==> src/rtl/lin_wake_pkg.sv <==
package lin_wake_pkg;

   typedef enum logic [1:0] {
      MODE_NORMAL = 2'b00,
      MODE_STOP   = 2'b01,
      MODE_SLEEP  = 2'b10,
      MODE_RSVD   = 2'b11
   } lw_mode_e;

   function automatic logic lw_is_low_power(input lw_mode_e m);
      return (m == MODE_STOP) || (m == MODE_SLEEP);
   endfunction

   function automatic int lw_cnt_width(input int limit);
      return (limit < 2) ? 1 : $clog2(limit + 1);
   endfunction

endpackage

==> src/rtl/lin_wake_arm.sv <==
module lin_wake_arm
   import lin_wake_pkg::*;
(
   input  logic     clk,
   input  logic     rst_n,
   input  lw_mode_e mode,
   input  logic     rx_only,
   output logic     armed
);

   logic lp_now;
   logic lp_prev_q;
   logic entry;
   logic armed_q;
   logic armed_d;

   assign lp_now = lw_is_low_power(mode);
   assign entry  = lp_now && !lp_prev_q;

   always_comb begin
      armed_d = 1'b0;
      if (lp_now) begin
         if (entry) armed_d = !rx_only;
         else       armed_d = armed_q;
      end
   end

   always_ff @(posedge clk or negedge rst_n) begin
      if (!rst_n) begin
         lp_prev_q <= 1'b0;
         armed_q   <= 1'b0;
      end else begin
         lp_prev_q <= lp_now;
         armed_q   <= armed_d;
      end
   end

   assign armed = armed_q;

   AST_IDLE_OUTSIDE_LP: assert property (@(posedge clk) disable iff (!rst_n)
      !lw_is_low_power(mode) |=> !armed) else $error("armed outside low power");
   AST_RXONLY_AT_ENTRY: assert property (@(posedge clk) disable iff (!rst_n)
      (entry && rx_only) |=> !armed) else $error("armed despite rx_only");

endmodule

==> src/rtl/lin_wake_filter.sv <==
module lin_wake_filter #(
   parameter int FILT_CYCLES = 40,
   parameter int CW          = 6
) (
   input  logic clk,
   input  logic rst_n,
   input  logic armed,
   input  logic rx_level,
   output logic evt
);

   localparam logic [CW-1:0] LIMIT = CW'(FILT_CYCLES);

   logic [CW-1:0] dom_cnt_q;
   logic          qualified;

   assign qualified = (dom_cnt_q == LIMIT);

   always_ff @(posedge clk or negedge rst_n) begin
      if (!rst_n) begin
         dom_cnt_q <= '0;
      end else if (!armed || rx_level) begin
         dom_cnt_q <= '0;
      end else if (!qualified) begin
         dom_cnt_q <= dom_cnt_q + 1'b1;
      end
   end

   assign evt = armed && rx_level && qualified;

   AST_EVT_ON_RISE: assert property (@(posedge clk) disable iff (!rst_n)
      evt |-> (rx_level && $past(!rx_level))) else $error("wake event without rising edge");

endmodule

==> src/rtl/lin_wake_report.sv <==
module lin_wake_report
   import lin_wake_pkg::*;
#(
   parameter bit RST_PULSE = 1'b0
) (
   input  logic     clk,
   input  logic     rst_n,
   input  logic     evt,
   input  lw_mode_e mode,
   input  logic     src_rd,
   output logic     wake_flag,
   output logic     wake_irq,
   output logic     rst_req
);

   logic evt_stop;
   logic evt_sleep;
   logic flag_q;
   logic irq_q;
   logic rst_q;

   assign evt_stop  = evt && (mode == MODE_STOP);
   assign evt_sleep = evt && (mode == MODE_SLEEP);

   always_ff @(posedge clk or negedge rst_n) begin
      if (!rst_n) begin
         flag_q <= 1'b0;
         irq_q  <= 1'b0;
      end else begin
         if (evt_stop || evt_sleep) flag_q <= 1'b1;
         else if (src_rd)           flag_q <= 1'b0;
         irq_q <= evt_stop || (irq_q && flag_q);
      end
   end

   generate
      if (RST_PULSE) begin : g_rst_pulse
         always_ff @(posedge clk or negedge rst_n) begin
            if (!rst_n) rst_q <= 1'b0;
            else        rst_q <= evt_sleep;
         end
      end else begin : g_rst_hold
         always_ff @(posedge clk or negedge rst_n) begin
            if (!rst_n) rst_q <= 1'b0;
            else        rst_q <= rst_q || evt_sleep;
         end
         AST_RST_HELD: assert property (@(posedge clk) disable iff (!rst_n)
            rst_q |=> rst_q) else $error("reset request dropped");
      end
   endgenerate

   assign wake_flag = flag_q;
   assign wake_irq  = irq_q;
   assign rst_req   = rst_q;

   AST_IRQ_ONLY_STOP: assert property (@(posedge clk) disable iff (!rst_n)
      $rose(wake_irq) |-> $past(mode == MODE_STOP)) else $error("irq outside stop");
   AST_RST_ONLY_SLEEP: assert property (@(posedge clk) disable iff (!rst_n)
      $rose(rst_req) |-> $past(mode == MODE_SLEEP)) else $error("reset request outside sleep");
   AST_FLAG_FROM_EVT: assert property (@(posedge clk) disable iff (!rst_n)
      $rose(wake_flag) |-> $past(evt)) else $error("flag set without event");
   AST_READ_CLEARS: assert property (@(posedge clk) disable iff (!rst_n)
      (wake_flag && src_rd && !evt) |=> !wake_flag) else $error("read did not clear flag");
   AST_IRQ_TRAILS_FLAG: assert property (@(posedge clk) disable iff (!rst_n)
      (wake_irq && !wake_flag && !evt) |=> !wake_irq) else $error("irq outlived flag");

endmodule

==> src/rtl/lin_wake_detector.sv <==
module lin_wake_detector
   import lin_wake_pkg::*;
#(
   parameter int FILT_CYCLES = 40,
   parameter bit RST_PULSE   = 1'b0
) (
   input  logic       clk,
   input  logic       rst_n,
   input  logic       rx_level,
   input  logic [1:0] mode_sel,
   input  logic       rx_only,
   input  logic       src_rd,
   output logic       wake_irq,
   output logic       rst_req,
   output logic       wake_flag
);

   localparam int CW = lw_cnt_width(FILT_CYCLES);

   generate
      if (FILT_CYCLES < 1) begin : g_bad_filt
         $error("FILT_CYCLES must be at least 1");
      end
   endgenerate

   lw_mode_e mode;
   logic     armed;
   logic     evt;

   assign mode = lw_mode_e'(mode_sel);

   lin_wake_arm u_arm (
      .clk     (clk),
      .rst_n   (rst_n),
      .mode    (mode),
      .rx_only (rx_only),
      .armed   (armed)
   );

   lin_wake_filter #(
      .FILT_CYCLES (FILT_CYCLES),
      .CW          (CW)
   ) u_filter (
      .clk      (clk),
      .rst_n    (rst_n),
      .armed    (armed),
      .rx_level (rx_level),
      .evt      (evt)
   );

   lin_wake_report #(
      .RST_PULSE (RST_PULSE)
   ) u_report (
      .clk       (clk),
      .rst_n     (rst_n),
      .evt       (evt),
      .mode      (mode),
      .src_rd    (src_rd),
      .wake_flag (wake_flag),
      .wake_irq  (wake_irq),
      .rst_req   (rst_req)
   );

endmodule

==> config.mk <==
export PLATFORM = sky130hd
export DESIGN_NAME = lin_wake_detector
export DESIGN_NICKNAME = d
export VERILOG_FILES = /design/src/rtl/lin_wake_pkg.sv /design/src/rtl/lin_wake_arm.sv /design/src/rtl/lin_wake_filter.sv /design/src/rtl/lin_wake_report.sv /design/src/rtl/lin_wake_detector.sv
export SDC_FILE = /design/constraint.sdc
export NUM_CORES = 1
export LEC_CHECK = 0
export BUFFER_PORTS_ARGS = -buffer_cell sky130_fd_sc_hd__buf_2
export CAP_MARGIN = 20
export CORE_AREA = 3 3 40 42
export CTS_BUF_LIST = sky130_fd_sc_hd__clkbuf_16
export DETAILED_ROUTE_END_ITERATION = 8
export DIE_AREA = 0 0 43 45
export GPL_ROUTABILITY_DRIVEN = 0
export SETUP_SLACK_MARGIN = 0.2
export SKIP_CTS_REPAIR_TIMING = 1
export SYNTH_ARGS = -nofsm -noshare
export SYNTH_HDL_FRONTEND = slang
export SYNTH_SLANG_ARGS = --single-unit
==> constraint.sdc <==
create_clock -name clk -period 1.3 [get_ports clk]
set_input_delay 0.13 -clock clk [delete_from_list [all_inputs] [get_ports clk]]
set_output_delay 0.13 -clock clk [all_outputs]
set_load 0.02 [all_outputs]
## Yosys cells after proc, flatten, opt, wreduce, memory -nomap -nowiden

Cells that the tools add are included.

| cells by class | value |
|---|---|
| equality and inequality tests | 5 |
| reduce and logical (&&, ||, !) cells | 15 |
| $add $sub $neg | 1 |
| muxes and demuxes | 6 |

Operators by type and width:

| operator | number |
|---|---|
| two-way mux 6 bit | 2 |
| adder 6 x 1 -> 6 bit (second input constant) | 1 |
| equality test 6 bit (second input constant) | 1 |
| logical AND 1 bit | 6 |
| logical OR 1 bit | 5 |
| two-way mux 1 bit | 4 |
| inequality test 2 bit (second input constant) | 2 |
| logical NOT 1 bit | 3 |
| equality test 2 x 1 -> 1 bit (second input constant) | 1 |
| equality test 2 bit (second input constant) | 1 |
| nonzero test 2 bit | 1 |

| storage, ports and cells | value |
|---|---|
| input port bits | 7 |
| logic and storage cells | 33 |
| output and inout port bits | 3 |
| flip-flop bits (word level) | 11 |

## Depth between registers and ports, before layout

| depth | value |
|---|---|
| word-level depth | 5 |
| depth in mapped cells | 5 |
| depth with buffers taken out | 5 |

## Hierarchy

Synthesis repeated with hierarchy kept, for this count alone.

| unflattened totals | value |
|---|---|
| cell total of the unflattened synthesis | 50 |
| area, all modules | 535.5 um2 |

By module, submodules not included:

| module | cells each | times used | area each (um2) |
|---|---|---|---|
| lin_wake_filter | 34 | 1 | 337.8 |
| lin_wake_report | 10 | 1 | 121.4 |
| lin_wake_arm | 6 | 1 | 76.3 |

## Worst setup path after synthesis

No wires, ideal clock.

| timing path | value |
|---|---|
| path kind | register -> register |
| start | reg u_filter.dom_cnt_q[0] |
| end | reg u_report.irq_q, in the netlist u_report.wake_irq |
| period minus slack after synthesis | 1,156 ps |
| setup time | 122 ps |
| cell stages (with the launch flop) | 6 |
| setup slack | 144 ps |
| required time | 1,178 ps |
| arrival | 1,034 ps |
| buffers on the path | 0 |
| path through | dfrtp_1 -> inv_1 -> ha_1 -> nand3b_1 -> nor2_1 -> a32o_1 |

| on the way | value |
|---|---|
| longest elaborated chain between the ends | 4 |

RTL lines:

| what | line | source |
|---|---|---|
| start, declared | lin_wake_filter.sv:14 | `logic [CW-1:0] dom_cnt_q;` |
| start signal, assigned | lin_wake_filter.sv:25 | `dom_cnt_q <= dom_cnt_q + 1'b1;` |
| equality test 6 bit | lin_wake_filter.sv:17 | `assign qualified = (dom_cnt_q == LIMIT);` |
| logical AND 1 bit | lin_wake_filter.sv:29 | `assign evt = armed && rx_level && qualified;` |
| logical AND 1 bit | lin_wake_report.sv:22 | `assign evt_stop = evt && (mode == MODE_STOP);` |
| logical OR 1 bit | lin_wake_report.sv:32 | `irq_q <= evt_stop \|\| (irq_q && flag_q);` |
| end signal, assigned | lin_wake_report.sv:32 |  |
| end, declared | lin_wake_report.sv:19 | `logic irq_q;` |

No other way between the ends.
A chain may end at the register's enable or synchronous reset.

## Worst setup path after layout

| timing path | value |
|---|---|
| start | reg u_filter.dom_cnt_q[0] |
| end | reg u_filter.dom_cnt_q[2] |

| on the way | value |
|---|---|
| longest elaborated chain between the ends | 3 |

RTL lines:

| what | line | source |
|---|---|---|
| adder 6 x 1 -> 6 bit | lin_wake_filter.sv:25 |  |
| two-way mux 6 bit | lin_wake_filter.sv:24 | `end else if (!qualified) begin` |
| two-way mux 6 bit | lin_wake_filter.sv:22 | `end else if (!armed \|\| rx_level) begin` |

Parallel ways exist; a longest one is shown, timed or not. The select of a mux whose other input is x is not followed.

==> run summary <==
result of the run: finished, final reports clean
clock transition time at the flip-flop clock pins of the worst setup and hold paths: 0.04 ns
Clock power frac: 0.567
TritonCTS clock tree: built
Worst EP required: 1.40 ns
Placement Cell Area: 623 µm²
First DRT Iteration DRCs: 7
antenna fix cells: 0
vias per std cell: 5.10
post-synth design cell area: 557 µm²
number of buffers created by CTS: 3
count of cell types in the netlist: 21
flops & latches, synth: 11
floorplan row count: 13
clock latency of the later-clocked register in the worst-skew pair: 0.23 ns
maximum number of pins on one net before global-route repair: 12
FMAX: 816 MHz
max-slew violation count: 0
DP HPWL: 788 µm
die span in x: 43 µm
worst r2r src: u_filter.dom_cnt_q[0]
cell area power density: 1250 nW/µm²
setup repair after global routing missed its margin: yes
routed length per placed instance: 13.7 µm
post-route clock skew: 0.00123 ns
type of destination of the critical path: register
Slew @ Worst Pin: 0.308 ns
storage element area: 278 µm²
Area contributors post-synth: sky130_fd_sc_hd__dfrtp_1, sky130_fd_sc_hd__ha_1, sky130_fd_sc_hd__a21oi_1
Area Overhead vs Synth: 36.6%
global-route wire length before repair: 1840 µm
syn_nets: 67
static leakage power: 0.350 nW
clock buffer depth: 2
flop2flop setup slack: 0.07 ns
total area of multi-input combinational cells: 285 µm²
compound-cell area share of the yosys netlist: 0.126
total number of vias: 449
worst min-delay path startpoint: src_rd
Root Driver: sky130_fd_sc_hd__clkbuf_16
cell internal pwr: 0.778 mW
post-synthesis area per instance: 9.94 µm²
initial core utilization: 0.433
Rel. slew slack: 0.794
layout cells sized above 1: 0.384
clk sink count: 11
basic-gate share of the synthesized area counting and, or, nand and nor cells: 0.218
sequential share of power: 0.378
period utilisation layout: 0.943
detailed-route DRC error count: 0
hold path cells: 2
Core ar.: 1280 µm²
number of antenna violations at the first check in global routing: 0
type of the worst min-delay path: in -> reg
die span in y: 45 µm
Post-layout nets: 85
final hold vios: 0
nature of the critical path startpoint: register
highest signal layer in the routed design: met4
first-pass iteration count of the detailed router: 4
post-detailed-route count of antenna-violating nets: 0
worst slack after detailed placement: 0.0678 ns
switching part of the total power: 0.181
critical path data arrival time: 1.33 ns
Logic pwr share: 0.055
number of cells produced by synthesis: 56
number of warnings issued by yosys: 0
final critical delay including setup and external delays: 1.23 ns
library cell occupying the most area in the post-synthesis netlist: sky130_fd_sc_hd__dfrtp_1
main combinational cell family by area after synthesis: simple AND/OR/NAND/NOR gates
final std cell area, no fill: 761 µm²
Routed met1 length: 562 µm
max-cap violations: 0
Boundary Pins: 10
worst hold endpoint: u_report.wake_flag
Synth Area in Adders: 0.0899
Port Buf Inserts: 9
amount of wire on met2 after detailed routing: 585 µm
via count of the first global-routing pass: 422
number of H-tree branching levels: 1
area share of the largest cell type after synthesis: 0.494
leftover overflow at the end of global routing: 0
total global-route track usage: 0.130
parity-gate share of the synthesized area counting xor and xnor cells: 0.0315
met3 WL post-DR: 48 µm
part of the Yosys area used for sequential elements: 0.494
final setup slack of the worst path: 0.0747 ns
switching power summed over all nets: 0.172 mW
summed negative setup slack over all endpoints: 0 ns
Die Outline Area: 1940 µm²
capture point of the worst reg-to-reg path: u_filter.dom_cnt_q[2]
fillers: 112
critical path start-end classification: reg -> reg
largest voltage drop on the vdd net: 771 µV
final setup violation count: 0
number of cells traversed by the worst register-to-register path: 5
DRT Wirelength: 1210 µm
crit-path max FO: 4
portion of netlist area occupied by mux cells: 0
==> Yosys cell counts (all sizes together) <==
cell type,instances
and3b,1
a32o,1
or3,1
ha,4
nand3b,1
inv,6
and2b,1
nand2,1
nor2,6
dfrtp,11
nor2b,1
xor2,2
and2,1
a21oi,5
nand3,5
o21ai,4
or2b,1
o22ai,1
a31o,1
nand2b,2
==> area by class of cell <==
class | instances | area share
Timing Repair Buffer | 13 | 0.102
Clock inverter | 1 | 0.00493
Tap cell | 15 | 0.0247
Sequential cell | 11 | 0.365
Clock buffer | 3 | 0.0987
Multi-Input combinational cell | 39 | 0.375
Inverter | 6 | 0.0296
==> registers in the layout, indices dropped and copies added (netlist names) <==
signal and flops:
u_filter.dom_cnt_q 6, u_report.rst_req 1, u_report.wake_irq 1, u_arm.armed 1, u_arm.lp_prev_q 1, u_report.wake_flag 1
==> power groups by stage <==
stage | Sequential [mW] | Combinational [mW] | Clock [mW]
after floorplan | 0.361 | 0.0218 | 0
after global placement | 0.363 | 0.0429 | 0
after detailed placement | 0.363 | 0.0437 | 0
after CTS | 0.358 | 0.0443 | 0.549
after global routing | 0.359 | 0.0615 | 0.572
final | 0.359 | 0.0524 | 0.539
==> layer usage <==
layer	vias up	global-route usage
met2	8	0.195
met5	-	0
li1	224	-
met1	215	0.170
met4	0	0.0542
met3	2	0.0478
==> cells by family (layout without fill, tap and decap cells) <==
logic type | after synthesis | after routing
xor gates and xnor gates | 2 | 2
DFF | 11 | 11
buffers and inverters | 6 | 23
adders and majority gates | 4 | 4
and+or+nand+nor | 21 | 21
AOI/OAI and AO/OA | 12 | 12
==> layout by cell type (no fill, tap or decap), types with 2 or more instances in the layout <==
cell,synthesis,routed
sky130_fd_sc_hd__buf_2,0,9
sky130_fd_sc_hd__dfrtp_1,11,9
sky130_fd_sc_hd__inv_1,6,5
sky130_fd_sc_hd__nor2_1,6,5
sky130_fd_sc_hd__a21oi_1,5,4
sky130_fd_sc_hd__nand3_1,4,3
sky130_fd_sc_hd__o21ai_1,0,3
sky130_fd_sc_hd__clkbuf_16,0,3
sky130_fd_sc_hd__buf_4,0,3
sky130_fd_sc_hd__inv_2,0,2
sky130_fd_sc_hd__nand2b_1,2,2
sky130_fd_sc_hd__xor2_1,2,2
sky130_fd_sc_hd__nand3_2,1,2
sky130_fd_sc_hd__ha_1,4,2
sky130_fd_sc_hd__dfrtp_2,0,2
==> worst max-delay path by stage <==
| stage | from | to | slack [ns] |
|---|---|---|---|
| floorplan | u_filter.dom_cnt_q[0] | u_report.wake_irq | 0.21 |
| global placement | u_filter.dom_cnt_q[1] | u_report.wake_irq | 0.10 |
| detailed placement | u_filter.dom_cnt_q[0] | u_report.wake_irq | 0.07 |
| CTS | u_filter.dom_cnt_q[0] | u_report.wake_irq | 0.05 |
| global route | u_filter.dom_cnt_q[0] | u_filter.dom_cnt_q[1] | 0.02 |
| finish | u_filter.dom_cnt_q[0] | u_filter.dom_cnt_q[2] | 0.07 |
==> per-stage QoR <==
stage / std cells / power (mW) / util / hold slack [ns]
floorplan: 56 / 0.383 / - / -0.166
global placement: 80 / 0.405 / 0.485 / 0.0180
detailed placement: 80 / 0.407 / 0.485 / 0.0140
CTS: 84 / 0.952 / 0.546 / -0.232
global route: 88 / 0.993 / 0.592 / 0.0928
finish: 88 / 0.950 / 0.592 / 0.0892
==> critical path, cell delays in order (launching register included) <==
cell and delay [ns]:
sky130_fd_sc_hd__dfrtp_1 0.41, sky130_fd_sc_hd__buf_4 0.15, sky130_fd_sc_hd__ha_2 0.19, sky130_fd_sc_hd__and2b_2 0.19
sky130_fd_sc_hd__o21ai_1 0.06, sky130_fd_sc_hd__a21oi_1 0.09
Note: power is estimated with default switching activity, not from simulation.
